## config.mk

```make
export PLATFORM = sky130hd
export DESIGN_NAME = desc_cond_eval
export DESIGN_NICKNAME = d
export VERILOG_FILES = /design/src/rtl/dce_pkg.sv /design/src/rtl/dce_match.sv /design/src/rtl/dce_decide.sv /design/src/rtl/dce_irq_pulse.sv /design/src/rtl/desc_cond_eval.sv
export SDC_FILE = /design/constraint.sdc
export NUM_CORES = 1
export LEC_CHECK = 0
export ABC_AREA = 1
export BUFFER_PORTS_ARGS = -buffer_cell sky130_fd_sc_hd__buf_2
export CAP_MARGIN = 20
export CORE_ASPECT_RATIO = 0.8
export CORE_MARGIN = 2
export CORE_UTILIZATION = 19
export CTS_BUF_LIST = sky130_fd_sc_hd__clkbuf_8
export CTS_CLUSTER_SIZE = 20
export DETAILED_ROUTE_END_ITERATION = 12
export GPL_ROUTABILITY_DRIVEN = 1
export PLACE_DENSITY = 0.87
export SLEW_MARGIN = 20
export SYNTH_ARGS = -nofsm -noshare
export SYNTH_HDL_FRONTEND = slang
export SYNTH_SLANG_ARGS = --single-unit
```

## constraint.sdc

```tcl
create_clock -name clk -period 1 [get_ports clk]
set_input_delay 0.05 -clock clk [delete_from_list [all_inputs] [get_ports clk]]
set_output_delay 0.05 -clock clk [all_outputs]
set_load 0.02 [all_outputs]
```

## src/rtl/dce_pkg.sv

```systemverilog
package dce_pkg;
  localparam int NUM_DEC  = 3;   // lane 0 stall, 1 branch, 2 interrupt
  localparam int MODE_W   = 2;
  localparam int COND_W   = 4;
  localparam int MASK_LSB = 16;
  localparam int VAL_LSB  = 0;

  typedef enum logic [MODE_W-1:0] {
    MODE_NEVER   = 2'd0,
    MODE_ON_TRUE = 2'd1,
    MODE_ON_FALS = 2'd2,
    MODE_ALWAYS  = 2'd3
  } cond_mode_e;
endpackage

```

## src/rtl/dce_match.sv

```systemverilog
module dce_match #(
  parameter int SEL_W  = 32,
  parameter int STAT_W = 8
) (
  input  logic [SEL_W-1:0]  sel,
  input  logic [STAT_W-1:0] status,
  output logic              hit
);
  import dce_pkg::*;
  logic [COND_W-1:0] mask_f, val_f, stat_f;
  always_comb begin
    mask_f = sel[MASK_LSB +: COND_W];
    val_f  = sel[VAL_LSB  +: COND_W];
    stat_f = status[COND_W-1:0];
    hit    = ((stat_f & mask_f) == (val_f & mask_f));
  end
endmodule

```

## src/rtl/dce_decide.sv

```systemverilog
module dce_decide (
  input  logic [dce_pkg::MODE_W-1:0] mode,
  input  logic                       hit,
  output logic                       dec
);
  import dce_pkg::*;
  always_comb begin
    unique case (cond_mode_e'(mode))
      MODE_NEVER:   dec = 1'b0;
      MODE_ON_TRUE: dec = hit;
      MODE_ON_FALS: dec = ~hit;
      MODE_ALWAYS:  dec = 1'b1;
      default:      dec = 1'b0;
    endcase
  end
endmodule

```

## src/rtl/dce_irq_pulse.sv

```systemverilog
module dce_irq_pulse (
  input  logic clk,
  input  logic rst_n,
  input  logic strobe,
  input  logic stalled,
  input  logic want_irq,
  output logic irq
);
  logic irq_d, irq_q, irq_en;

  always_comb begin
    irq_en = strobe | irq_q;
    irq_d  = strobe & ~stalled & want_irq;
  end

  always_ff @(posedge clk or negedge rst_n) begin
    if (!rst_n)      irq_q <= 1'b0;
    else if (irq_en) irq_q <= irq_d;
  end

  assign irq = irq_q;
endmodule

```

## src/rtl/desc_cond_eval.sv

```systemverilog
module desc_cond_eval #(
  parameter int SEL_W  = 32,
  parameter int STAT_W = 8
) (
  input  logic                                   clk,
  input  logic                                   rst_n,
  input  logic [dce_pkg::NUM_DEC*dce_pkg::MODE_W-1:0] cmd_ctl,
  input  logic [STAT_W-1:0]                      dev_status,
  input  logic [SEL_W-1:0]                       irq_sel,
  input  logic [SEL_W-1:0]                       br_sel,
  input  logic [SEL_W-1:0]                       wait_sel,
  input  logic                                   done_stb,
  output logic                                   stall_o,
  output logic                                   branch_o,
  output logic                                   irq_o
);
  import dce_pkg::*;
  localparam int LANE_STALL = 0;
  localparam int LANE_BR    = 1;
  localparam int LANE_IRQ   = 2;

  logic [SEL_W-1:0]   sel_arr [NUM_DEC];
  logic [NUM_DEC-1:0] hit_v, dec_v;

  always_comb begin
    sel_arr[LANE_STALL] = wait_sel;
    sel_arr[LANE_BR]    = br_sel;
    sel_arr[LANE_IRQ]   = irq_sel;
  end

  for (genvar g = 0; g < NUM_DEC; g++) begin : g_lane
    dce_match #(.SEL_W(SEL_W), .STAT_W(STAT_W)) u_match (
      .sel(sel_arr[g]), .status(dev_status), .hit(hit_v[g]));
    dce_decide u_dec (
      .mode(cmd_ctl[g*MODE_W +: MODE_W]), .hit(hit_v[g]), .dec(dec_v[g]));
  end

  assign stall_o  = dec_v[LANE_STALL];
  assign branch_o = dec_v[LANE_BR];

  dce_irq_pulse u_pulse (
    .clk(clk), .rst_n(rst_n), .strobe(done_stb),
    .stalled(dec_v[LANE_STALL]), .want_irq(dec_v[LANE_IRQ]), .irq(irq_o));


  irq_needs_stb_chk: assert property (@(posedge clk) disable iff (!rst_n)
    irq_o |-> $past(done_stb));

  irq_not_stalled_chk: assert property (@(posedge clk) disable iff (!rst_n)
    irq_o |-> !$past(stall_o));

  irq_never_mode_chk: assert property (@(posedge clk) disable iff (!rst_n)
    (cmd_ctl[5:4] == 2'd0) |=> !irq_o);

  stall_always_chk: assert property (@(posedge clk) disable iff (!rst_n)
    (cmd_ctl[1:0] == 2'd3) |-> stall_o);

  branch_never_chk: assert property (@(posedge clk) disable iff (!rst_n)
    (cmd_ctl[3:2] == 2'd0) |-> !branch_o);

  irq_fires_chk: assert property (@(posedge clk) disable iff (!rst_n)
    (done_stb && cmd_ctl[5:4] == 2'd3 && !stall_o) |=> irq_o);
endmodule

```

Word level (Yosys, flattened, before mapping)
Cells that the tools add are included.
Storage, ports and cells
  register bits after elaboration: 1
  bits in latches: 0
  RAM bits: 0
  memory bits (read-only): 0
  input bits: 113
  output and inout port bits: 3
  memories: 0
Cells by class
  add/sub/neg operators: 0
  multipliers: 0
  divide/modulo/power cells: 0
  $lt $le $gt $ge: 0
  equal/unequal tests: 12
  shifts and indexed selects: 0
  mux-type cells: 3
  bitwise gates (word level): 13
  reductions and logical operators: 3
Operators by type and width (count)
  AND 4 bit: 6
  equality test 2 bit (second input constant): 6
  equality test 4 bit: 3
  case mux 1 bit (4 select lines): 3
  equality test 2 x 1 -> 1 bit (second input constant): 3
  logical NOT 2 bit: 3
  NOT 1 bit: 4
  AND 1 bit: 2
  bitwise OR 1 bit: 1

Logic depth before layout (Yosys ltp)
Gate-level depths: netlist of the first run.
  word-level depth: 7
  gate-level depth with buffers: 9
  gate-level depth less buffers: 9

By module
From an unflattened synthesis of the first run, not the netlist that was laid out.
Second synthesis, totals
  cell total of the unflattened synthesis: 84
  area, all modules: 350.3 um^2
By module, submodules not included
  dce_match: times used 3, cells each 23, area each 90.1 um^2, sequential area each 0.0 um^2
  dce_decide: times used 3, cells each 4, area each 15.0 um^2, sequential area each 0.0 um^2
  dce_irq_pulse: times used 1, cells each 3, area each 35.0 um^2, sequential area each 25.0 um^2

Worst setup path before layout of the first run
No wires, ideal clock.
  path kind: input to register
  start: input dev_status[3]
  end: register u_pulse.irq_q, in the netlist u_pulse.irq
  setup time: 120 ps
  arrival: 619 ps
  setup slack: 261 ps
  stages on the path: 6
  buffers on the path: 0
  cells stage by stage: o21ai_1 -> nor2_2 -> nor2_4 -> nand3_1 -> nand2_2 -> nor2_2
Between the ends
  cells in the longest elaborated chain, start to end: 7
  elaborated cells between the ends (all ways): 11
RTL lines
  start: declaration: RTL line desc_cond_eval.sv:8  | input logic [STAT_W-1:0] dev_status,
  AND 4 bit (*): RTL line dce_match.sv:15  | hit = ((stat_f & mask_f) == (val_f & mask_f));
  equality test 4 bit (*): RTL line dce_match.sv:15
  NOT 1 bit: RTL line dce_decide.sv:11  | MODE_ON_FALS: dec = ~hit;
  case mux 1 bit (4 select lines) (*): RTL line dce_decide.sv:8  | unique case (cond_mode_e'(mode))
  net stall_o: RTL line desc_cond_eval.sv:13  | output logic stall_o,
  NOT 1 bit (*): RTL line dce_irq_pulse.sv:13  | irq_d = strobe & ~stalled & want_irq;
  AND 1 bit (*) (2 in series): RTL line dce_irq_pulse.sv:13
  end signal: assignment: RTL line dce_irq_pulse.sv:18  | else if (irq_en) irq_q <= irq_d;
  end: declaration: RTL line dce_irq_pulse.sv:9  | logic irq_d, irq_q, irq_en;
Mark *: on every way through the listed nets, which the timed path passes. The rest lies on a longest branch.
A chain may end at the register's enable or synchronous reset.

Final worst setup path of the first run
  start: input dev_status[1]
  end: output branch_o
Between the ends
  cells in the longest elaborated chain, start to end: 4
RTL lines
  AND 4 bit (*): RTL line dce_match.sv:15
  equality test 4 bit (*): RTL line dce_match.sv:15
  NOT 1 bit: RTL line dce_decide.sv:11
  case mux 1 bit (4 select lines) (*): RTL line dce_decide.sv:8
  end: declaration: RTL line desc_cond_eval.sv:14  | output logic branch_o,
Every way passes the cells marked *; elsewhere a longest branch is shown, timed or not.

==> flow_summary_export.csv, run 1 <==
group,metric,value,unit
grt,use_met3,0.360,%
logic_synthesis,synth_warnings,0,
pwr,p_int,160,uW
timing,worstMarginPinSlew,145,ps
logic_synthesis,syn-num-nets,181,
logic_synthesis,synth_common_cells,"nand2_1, nand3_1, inv_1, nor2_2, o21ai_1",
pwr,net-switching-power,128,uW
grt,antenna_found_initial,0,
worst_hold_path,hp-class,"in -> reg",
drt,wl_per_cell,8.46,microns
setup_path,cp_max_fo,5,
pwr,power_density,494,nW/um^2
finish,fill_cells,200,
floorplan,core,1660,sq um
drt,via_per_inst,4.17,
clock_network,clk_pin_slew,0,ps
placed_design,io_buffers,39,
placed_design,dpl.hpwl,1050,microns
setup_path,cp.required,950,ps
finish,instances_no_fill,130,
finish,largest_reg_flops,1,
logic_synthesis,netlist_area,339,sq um
timing,setup_ws,70.6,ps
grt,grt_most_used_layer,"met2",
finish,drive_above_1_share,48.1,%
grt,gr-usage-met2,20.0,%
grt,grt_pass1_wl,1710,microns
timing,finalSetupViolations,0,
finish,multi_input_area,282,sq um
timing,hold_viol,0,
pwr,p_leak,0.361,nW
finish,fin_nets,223,
outcome,outcome,"complete, no violations",
finish,syn_to_final_growth,72.0,%
setup_path,crit_arrival,880,ps
logic_synthesis,yosys_most_used_dff,"dfrtp_1",
logic_synthesis,synth_edf_count,0,
logic_synthesis,ys_ff_latch,1,
timing,slew_violations,0,
drt,postRouteAntennaNets,0,
logic_synthesis,synthDistinctLibCells,14,
logic_synthesis,synth-async-reset-ratio,100,%
pwr,p_comb_share,84.3,%
drt,dr.pass1.iters,2,
setup_path,start_kind,"primary input",
grt,grt_max_degree,7,
pwr,p_sw_share,44.6,%
timing,tns,0,ps
timing,max-slew-margin-rel,90.2,%
pwr,ir_worst_vdd,209,uV
floorplan,design.die.area,2140,sq um
floorplan,pin_count,116,
drt,drc,0,
logic_synthesis,yosys-top-cells-area,"nand2_1, nand3_1, nor2_2",
pwr,pwr-share-seq,15.7,%
job,maxCapViolations,0,
finish,final_util,35.1,%
finish,insertedDiodeCount,0,
logic_synthesis,synth.largest_area_cell,"nand2_1",
grt,groute.layer.met1.usage,11.8,%
logic_synthesis,synth.avg_cell_area,4.99,sq um
floorplan,fp.dieH,41.8,microns
grt,globalRouteOverflowTotal,0,
timing,rsz0062_at_grt,"false",
timing,post-route-period-util,92.9,%
floorplan,initial_core_util,20.4,%
drt,num_vias,542,
floorplan,die_x,51.2,microns
placed_design,dp_slack,60.9,ps
floorplan,rows,13,
grt,grt_pass1_vias,465,
drt,drt_iter0_drc,1,
logic_synthesis,netlist_instances,68,
timing,fmax,1080,MHz
placed_design,dp_cells,129,
placed_design,gp_congestion,0.678,
pwr,clockPowerShare,0,%
logic_synthesis,yosysSeqAreaShare,7.38,%
clock_network,cts_setup_buffers,0,
timing,whs,309,ps
finish,seqCellArea,25.0,sq um
logic_synthesis,synth.top_cell.area_share,25.5,%
logic_synthesis,synth_most_common_cell,"nand2_1",
grt,grt_use_total,9.81,%
setup_path,cp-end-kind,"output port",
timing,fin_crit,929,ps
setup_path,criticalPathCategory,"in -> out",
drt,drt_wl_total,1100,microns
-- worst paths after layout --
path                                from                      end  slack, ps  cells after the start
max in group asynchronous          rst_n  u_pulse.irq$_DFFE_PN0P_        550                      2
setup / recovery           dev_status[1]                 branch_o         70                      9
hold / removal                  done_stb  u_pulse.irq$_DFFE_PN0P_        310                      3
min in group asynchronous          rst_n  u_pulse.irq$_DFFE_PN0P_        360                      2
-- critical path, stage by stage --
cell     delay (ps)
buf_2           120
or2_1           240
nand3_2          60
o21ai_2          60
inv_2            50
nand2_1          40
nand2_1          50
nand2_1          50
buf_4           150
-- layout by cell type (no fill, tap or decap) --
| cell type | n |
|---|---|
| nand3b_1 | 1 |
| nor2_4 | 2 |
| nand3_1 | 8 |
| dlygate4sd3_1 | 1 |
| buf_4 | 1 |
| nand3_2 | 1 |
| nand2_2 | 3 |
| dfrtp_1 | 1 |
| buf_2 | 38 |
| o21ai_2 | 1 |
| nand2_1 | 23 |
| inv_1 | 8 |
| inv_2 | 1 |
| a21oi_1 | 2 |
| nor2_1 | 4 |
| or2_1 | 1 |
| nor2_2 | 5 |
| clkinv_1 | 2 |
| o21ai_0 | 1 |
| o21ai_1 | 4 |
-- stage by stage --
stage	instance area [sq um]	power [mW]
2_1_floorplan	339	0.169
3_3_place_gp	562	0.271
3_5_place_dp	562	0.281
4_1_cts	572	0.284
5_1_grt	583	0.320
6_report	583	0.288
-- power by group through the flow --
stage | logic (mW) | clock network, mW | registers, mW
2_1_floorplan | 0.120 | 0 | 0.0496
3_3_place_gp | 0.226 | 0 | 0.0451
3_5_place_dp | 0.236 | 0 | 0.0454
4_1_cts | 0.239 | 0 | 0.0455
5_1_grt | 0.275 | 0 | 0.0456
6_report | 0.243 | 0 | 0.0453
-- cell families (layout without fill, tap and decap cells) --
group	after synthesis	in the layout	synth area share (%)
compound gates	8	8	11.8
flops	1	1	7.38
simple gates	48	48	68.6
buf+inv	11	51	12.2
-- layer usage --
metal / vias up / wire length [microns]
met4: 0 / 0
met2: 25 / 568
li1: 293 / -
met5: - / 0
met1: 224 / 449
met3: 0 / 83
-- timing repair --
action                                  in CTS  in global routing
endpoints found under the hold margin        1                  0
endpoints found under the setup margin       0                  1
gates resized for setup                      0                  4
hold buffers                                 1                  0
-- area by class of cell --
class	count	area share, %
well taps	22	4.72
inverters	11	7.08
repair buffers	40	35.6
flip-flops and latches	1	4.29
multi-input cells	56	48.3
(Power assumes the default switching activity.)
==> inputs of run 2 (changes only) <==
Settings changed: CORE_UTILIZATION 19 to 17, PLACE_DENSITY 0.87 to 0.79.
Clock period 1 ns to 0.9 ns, I/O delays scaled along.
==> run 2 against run 1 <==
  * Hold slack worse by 25 ps
  * Final cell count is 1.5% higher
  * Combinational power is 21% higher
  * Via count is 4.1% lower
  * Global-route usage is 1.1 points lower
  * Sequential power is 11% higher
  * Final area is 7.1% higher
  * Worst setup slack worse by 60 ps
  * Critical path depth stayed put
  * Utilization is 1.8 points lower
  * Critical path type unchanged
  * Largest power group unchanged
  * Highest routed layer unchanged
==> flow_summary_export.csv, run 2 (same netlist as run 1, synthesis figures left out) <==
group,metric,value,unit
timing,whs,284,ps
floorplan,pin_count,116,
setup_path,criticalPathCategory,"in -> out",
pwr,power_density,550,nW/um^2
grt,grt_max_degree,7,
floorplan,core,1870,sq um
grt,grt_use_total,8.71,%
drt,drt_iter0_drc,0,
timing,setup_ws,10.8,ps
placed_design,io_buffers,39,
placed_design,gp_congestion,0.728,
setup_path,cp_slowest_cell,"or2_1",
worst_hold_path,hp-class,"in -> reg",
clock_network,cts_setup_buffers,0,
timing,fin_crit,889,ps
floorplan,die_x,53.9,microns
setup_path,cp.required,850,ps
finish,insertedDiodeCount,0,
floorplan,design.die.area,2370,sq um
setup_path,crit_arrival,840,ps
pwr,ir_worst_vdd,301,uV
drt,drc,0,
pwr,p_leak,0.371,nW
floorplan,rows,14,
finish,largest_reg_flops,1,
finish,mostFrequentLayoutCells,"buf_2, nand2_1, nand3_1",
timing,fmax,1120,MHz
job,maxCapViolations,0,
placed_design,dp_slack,-20.0,ps
floorplan,initial_core_util,18.1,%
grt,grt_pass1_vias,455,
floorplan,fp.dieH,43.9,microns
finish,fin_nets,223,
drt,num_vias,520,
timing,rsz0062_at_grt,"true",
drt,drt_wl_total,984,microns
finish,fin_area,624,sq um
setup_path,crit_buf_inv,3,
pwr,report.power.total,343,uW
grt,antenna_found_initial,0,
setup_path,path_cells,"buf_6 > or2_1 > nand3_1 > o21ai_1 > inv_2 > nand2_1 > nand2_1 > nand2_1 > buf_6",
timing,worstMarginPinSlew,137,ps
finish,syn_to_final_growth,84.1,%
outcome,outcome,"complete, no violations",
setup_path,crit_top_cell,"nand2_1",
drt,wl_per_cell,7.45,microns
drt,via_per_inst,3.94,
placed_design,place_area,564,sq um
setup_path,cp_max_fo,2,
timing,max-slew-margin-rel,90.8,%
timing,slew_violations,0,
clock_network,clk_pin_slew,0,ps
grt,grt_pass1_wl,1640,microns
finish,drive_above_1_share,51.9,%
drt,dr.pass1.iters,1,
timing,hold_viol,0,
setup_path,start_kind,"primary input",
drt,postRouteAntennaNets,0,
setup_path,cp_top_family,"simple AND/OR/NAND/NOR gates",
timing,post-route-period-util,98.8,%
grt,globalRouteOverflowTotal,0,
placed_design,dpl.hpwl,900,microns
finish,final_util,33.3,%
finish,layout_commonest_cell,"buf_2",
timing,finalSetupViolations,0,
setup_path,cp-end-kind,"output port",
setup_path,slowest_delay,210,ps
[run 2: changes by cell type in the layout (fill, tap and decap cells not counted)]
cell,previous run,this run
buf_2,38,33
buf_6,0,5
nand2_1,23,20
nand2_2,3,6
inv_1,8,7
inv_2,1,2
o21ai_0,1,0
o21ai_1,4,5
[run 2: layer usage]
layer	vias to the layer above	wire (microns)	track usage [%]
li1	294	-	-
met1	207	390	10.7
met2	19	485	17.1
met3	0	108	0.690
met4	0	0	0
met5	-	0	0
[run 2: worst paths after layout]
| kind | from | slack [ps] | endpoint | cells past startpoint |
|---|---|---|---|---|
| worst max-delay path | br_sel[1] | 10 | branch_o | 9 |
| min in group asynchronous | rst_n | 360 | u_pulse.irq$_DFFE_PN0P_ | 2 |
| max in group asynchronous | rst_n | 460 | u_pulse.irq$_DFFE_PN0P_ | 2 |
| worst min-delay path | done_stb | 280 | u_pulse.irq$_DFFE_PN0P_ | 3 |
[run 2: power by group]
part           internal, mW  switching (mW)  total, mW
clock network             0               0          0
logic                 0.149           0.144      0.293
registers            0.0494        0.000706     0.0501
[run 2: through the flow]
| stage | TNS [ps] | cells |
|---|---|---|
| 2_1_floorplan | 0 | 68 |
| 3_3_place_gp | -22.2 | 131 |
| 3_5_place_dp | -36.8 | 131 |
| 4_1_cts | -14.8 | 132 |
| 5_1_grt | -82.4 | 132 |
| 6_report | 0 | 132 |
[run 2: layout make-up]
type | count | area, sq um
fillers | 215 | 1250
well taps | 24 | 30.0
inverters | 11 | 41.3
multi-input cells | 56 | 289
repair buffers | 40 | 239
flip-flops and latches | 1 | 25.0
[run 2: timing repair]
action	in CTS	in global routing
setup endpoints to repair	2	3
gates resized for setup	3	17
hold buffers	1	0
pin swaps	0	8
hold endpoints to repair	1	0
==> inputs of run 3 (changes only) <==
Settings changed: ABC_AREA 1 to 0, CORE_UTILIZATION 17 to 13.
==> run 3 against run 2 <==
  * The run now ends with setup timing left
  * Combinational power grew 3%
  * Worst setup slack lost 310 ps
  * Routed wire length shrank 1.7%
  * Synthesized cell count shrank 60%
  * Die area shrank 5.9%
  * Critical path depth shrank 3
  * Critical path type unchanged
  * Critical endpoint unchanged
==> flow_summary_export.csv, run 3 <==
group,metric,value,unit
timing,slew_violations,0,
pwr,ir_worst_vdd,230,uV
finish,mostFrequentLayoutCells,"buf_2, xor2_1, buf_6",
timing,rsz0062_at_grt,"true",
placed_design,io_buffers,39,
floorplan,core,1690,sq um
setup_path,crit_arrival,1150,ps
grt,antenna_found_initial,0,
finish,instances_no_fill,90,
logic_synthesis,synth.top_cell.area_share,43.3,%
grt,grt_pass1_wl,1480,microns
timing,fin_crit,1200,ps
floorplan,pin_count,116,
logic_synthesis,yosys-top-cells-area,"xor2_1, a22oi_1, dfrtp_1",
logic_synthesis,synth_edf_count,0,
logic_synthesis,ys_ff_latch,1,
floorplan,initial_core_util,14.3,%
setup_path,cp_max_fo,1,
setup_path,cp_slowest_cell,"mux2_4",
finish,fill_cells,189,
logic_synthesis,synth_warnings,0,
drt,via_per_inst,4.14,
pwr,p_int,226,uW
finish,syn_to_final_growth,131,%
floorplan,design.die.area,2230,sq um
logic_synthesis,synth.avg_cell_area,8.99,sq um
finish,largest_reg_flops,1,
pwr,power_density,625,nW/um^2
setup_path,criticalPathCategory,"in -> out",
worst_hold_path,hold_depth,3,
drt,num_vias,373,
pwr,p_sw_share,35.7,%
logic_synthesis,synth_most_common_cell,"xor2_1",
setup_path,path_cells,"buf_6 > xor2_1 > a22o_1 > a221oi_2 > mux2_4 > buf_6",
finish,insertedDiodeCount,0,
pwr,pwr-share-seq,14.2,%
timing,setup_ws,-300,ps
placed_design,dp_cells,89,
drt,dr.pass1.iters,1,
timing,fmax,834,MHz
setup_path,cp-end-kind,"output port",
logic_synthesis,synth-async-reset-ratio,100,%
pwr,net-switching-power,125,uW
drt,drc,0,
logic_synthesis,yosysSeqAreaShare,10.3,%
logic_synthesis,yosys_most_used_dff,"dfrtp_1",
clock_network,cts_setup_buffers,0,
timing,finalSetupViolations,3,
finish,drive_above_1_share,70.6,%
drt,drt_wl_total,967,microns
timing,max-slew-margin-rel,83.2,%
setup_path,crit_top_cell,"buf_6",
pwr,clockPowerShare,0,%
placed_design,gp_congestion,0.719,
job,maxCapViolations,0,
drt,postRouteAntennaNets,0,
setup_path,start_kind,"primary input",
grt,globalRouteOverflowTotal,0,
floorplan,rows,13,
logic_synthesis,syn-num-nets,140,
drt,drt_iter0_drc,0,
floorplan,fp.dieH,42.7,microns
outcome,outcome,"finished with violations",
logic_synthesis,synthDistinctLibCells,13,
finish,layout_commonest_cell,"buf_2",
logic_synthesis,synth_common_cells,"xor2_1, a22oi_1",
placed_design,dpl.hpwl,852,microns
pwr,report.power.total,351,uW
clock_network,clk_pin_slew,0,ps
floorplan,die_x,52.3,microns
drt,wl_per_cell,10.7,microns
timing,hold_viol,0,
grt,grt_pass1_vias,380,
finish,fin_nets,183,
outcome,violations,"setup timing",
logic_synthesis,netlist_area,243,sq um
setup_path,slowest_delay,330,ps
pwr,p_leak,0.299,nW
worst_hold_path,hp-class,"in -> reg",
grt,grt_max_degree,4,
pwr,p_comb_share,85.8,%
logic_synthesis,netlist_instances,27,
logic_synthesis,synth.largest_area_cell,"xor2_1",
timing,worstMarginPinSlew,252,ps
grt,grt_use_total,8.72,%
timing,post-route-period-util,133,%
setup_path,cp.required,850,ps
==> run 3: cell count changes after synthesis, moves of 2 or more <==
cell	before	now
nand2_1	23	0
nor2_1	4	0
xor2_1	0	12
a22oi_1	0	4
o21ai_1	5	0
nor2_2	5	0
inv_1	8	1
nor2_4	2	0
nand2_2	3	0
nand3_1	9	1
clkinv_1	3	0
a21oi_1	2	0
==> run 3: path summary, 6_finish.rpt <==
| check | slack (ps) | from | endpoint |
|---|---|---|---|
| hold / removal | 290 | done_stb | u_pulse.irq$_DFFE_PN0P_ |
| setup / recovery | -300 | br_sel[1] | branch_o |
| max in group asynchronous | 460 | rst_n | u_pulse.irq$_DFFE_PN0P_ |
| min in group asynchronous | 360 | rst_n | u_pulse.irq$_DFFE_PN0P_ |
==> run 3: metrics by stage <==
step	utilization [%]	hold slack (ps)	instance area (sq um)	TNS [ps]	setup WS (ps)
detailed placement	28.6	-178	483	-940	-361
global route	33.2	311	562	-886	-340
floorplan	-	-251	253	-84.2	-80.1
finish	33.2	290	562	-660	-300
CTS	32.9	295	557	-703	-320
global placement	28.6	-178	483	-916	-352
==> run 3: routing by layer <==
layer | global-route usage (%) | part of all wire, % | vias to the layer above | wire length (microns)
li1 | - | - | 184 | -
met1 | 6.99 | 29 | 167 | 277
met2 | 20.8 | 63 | 20 | 613
met3 | 0.352 | 5.7 | 2 | 55
met4 | 2.05 | 2.2 | 0 | 21
met5 | 0 | 0 | - | 0
==> run 3: cell type report <==
| cell class | count | area, sq um | share of cell area (%) |
|---|---|---|---|
| inverter | 1 | 3.75 | 0.668 |
| multi-input combinational | 25 | 249 | 44.3 |
| tap | 22 | 27.5 | 4.90 |
| timing repair buffer | 41 | 256 | 45.7 |
| sequential | 1 | 25.0 | 4.45 |
==> run 3: cells by family after synthesis <==
family | count (synthesis) | synth area share, %
compound gates | 9 | 33.0
xor+xnor | 12 | 43.3
buf+inv | 1 | 1.54
flops | 1 | 10.3
mux | 1 | 4.64
simple gates | 3 | 7.22
==> run 3: worst max-delay path: cells and delay by family <==
kind,cells,cell delay [ps]
xor+xnor,1,150
buf+inv,2,220
compound gates,2,420
mux,1,330
==> run 3: what timing repair did <==
action,in CTS,in global routing
hold endpoints to repair,1,0
hold buffers,1,0
endpoints found under the setup margin,3,3
resized for setup,17,1
pin swaps,9,3
==> run 3: power groups by stage <==
| stage | Clock (mW) | Combinational [mW] | Sequential (mW) |
|---|---|---|---|
| detailed placement | 0 | 0.246 | 0.0500 |
| CTS | 0 | 0.297 | 0.0500 |
| floorplan | 0 | 0.117 | 0.0552 |
| finish | 0 | 0.301 | 0.0500 |
| global placement | 0 | 0.240 | 0.0500 |
| global route | 0 | 0.327 | 0.0503 |
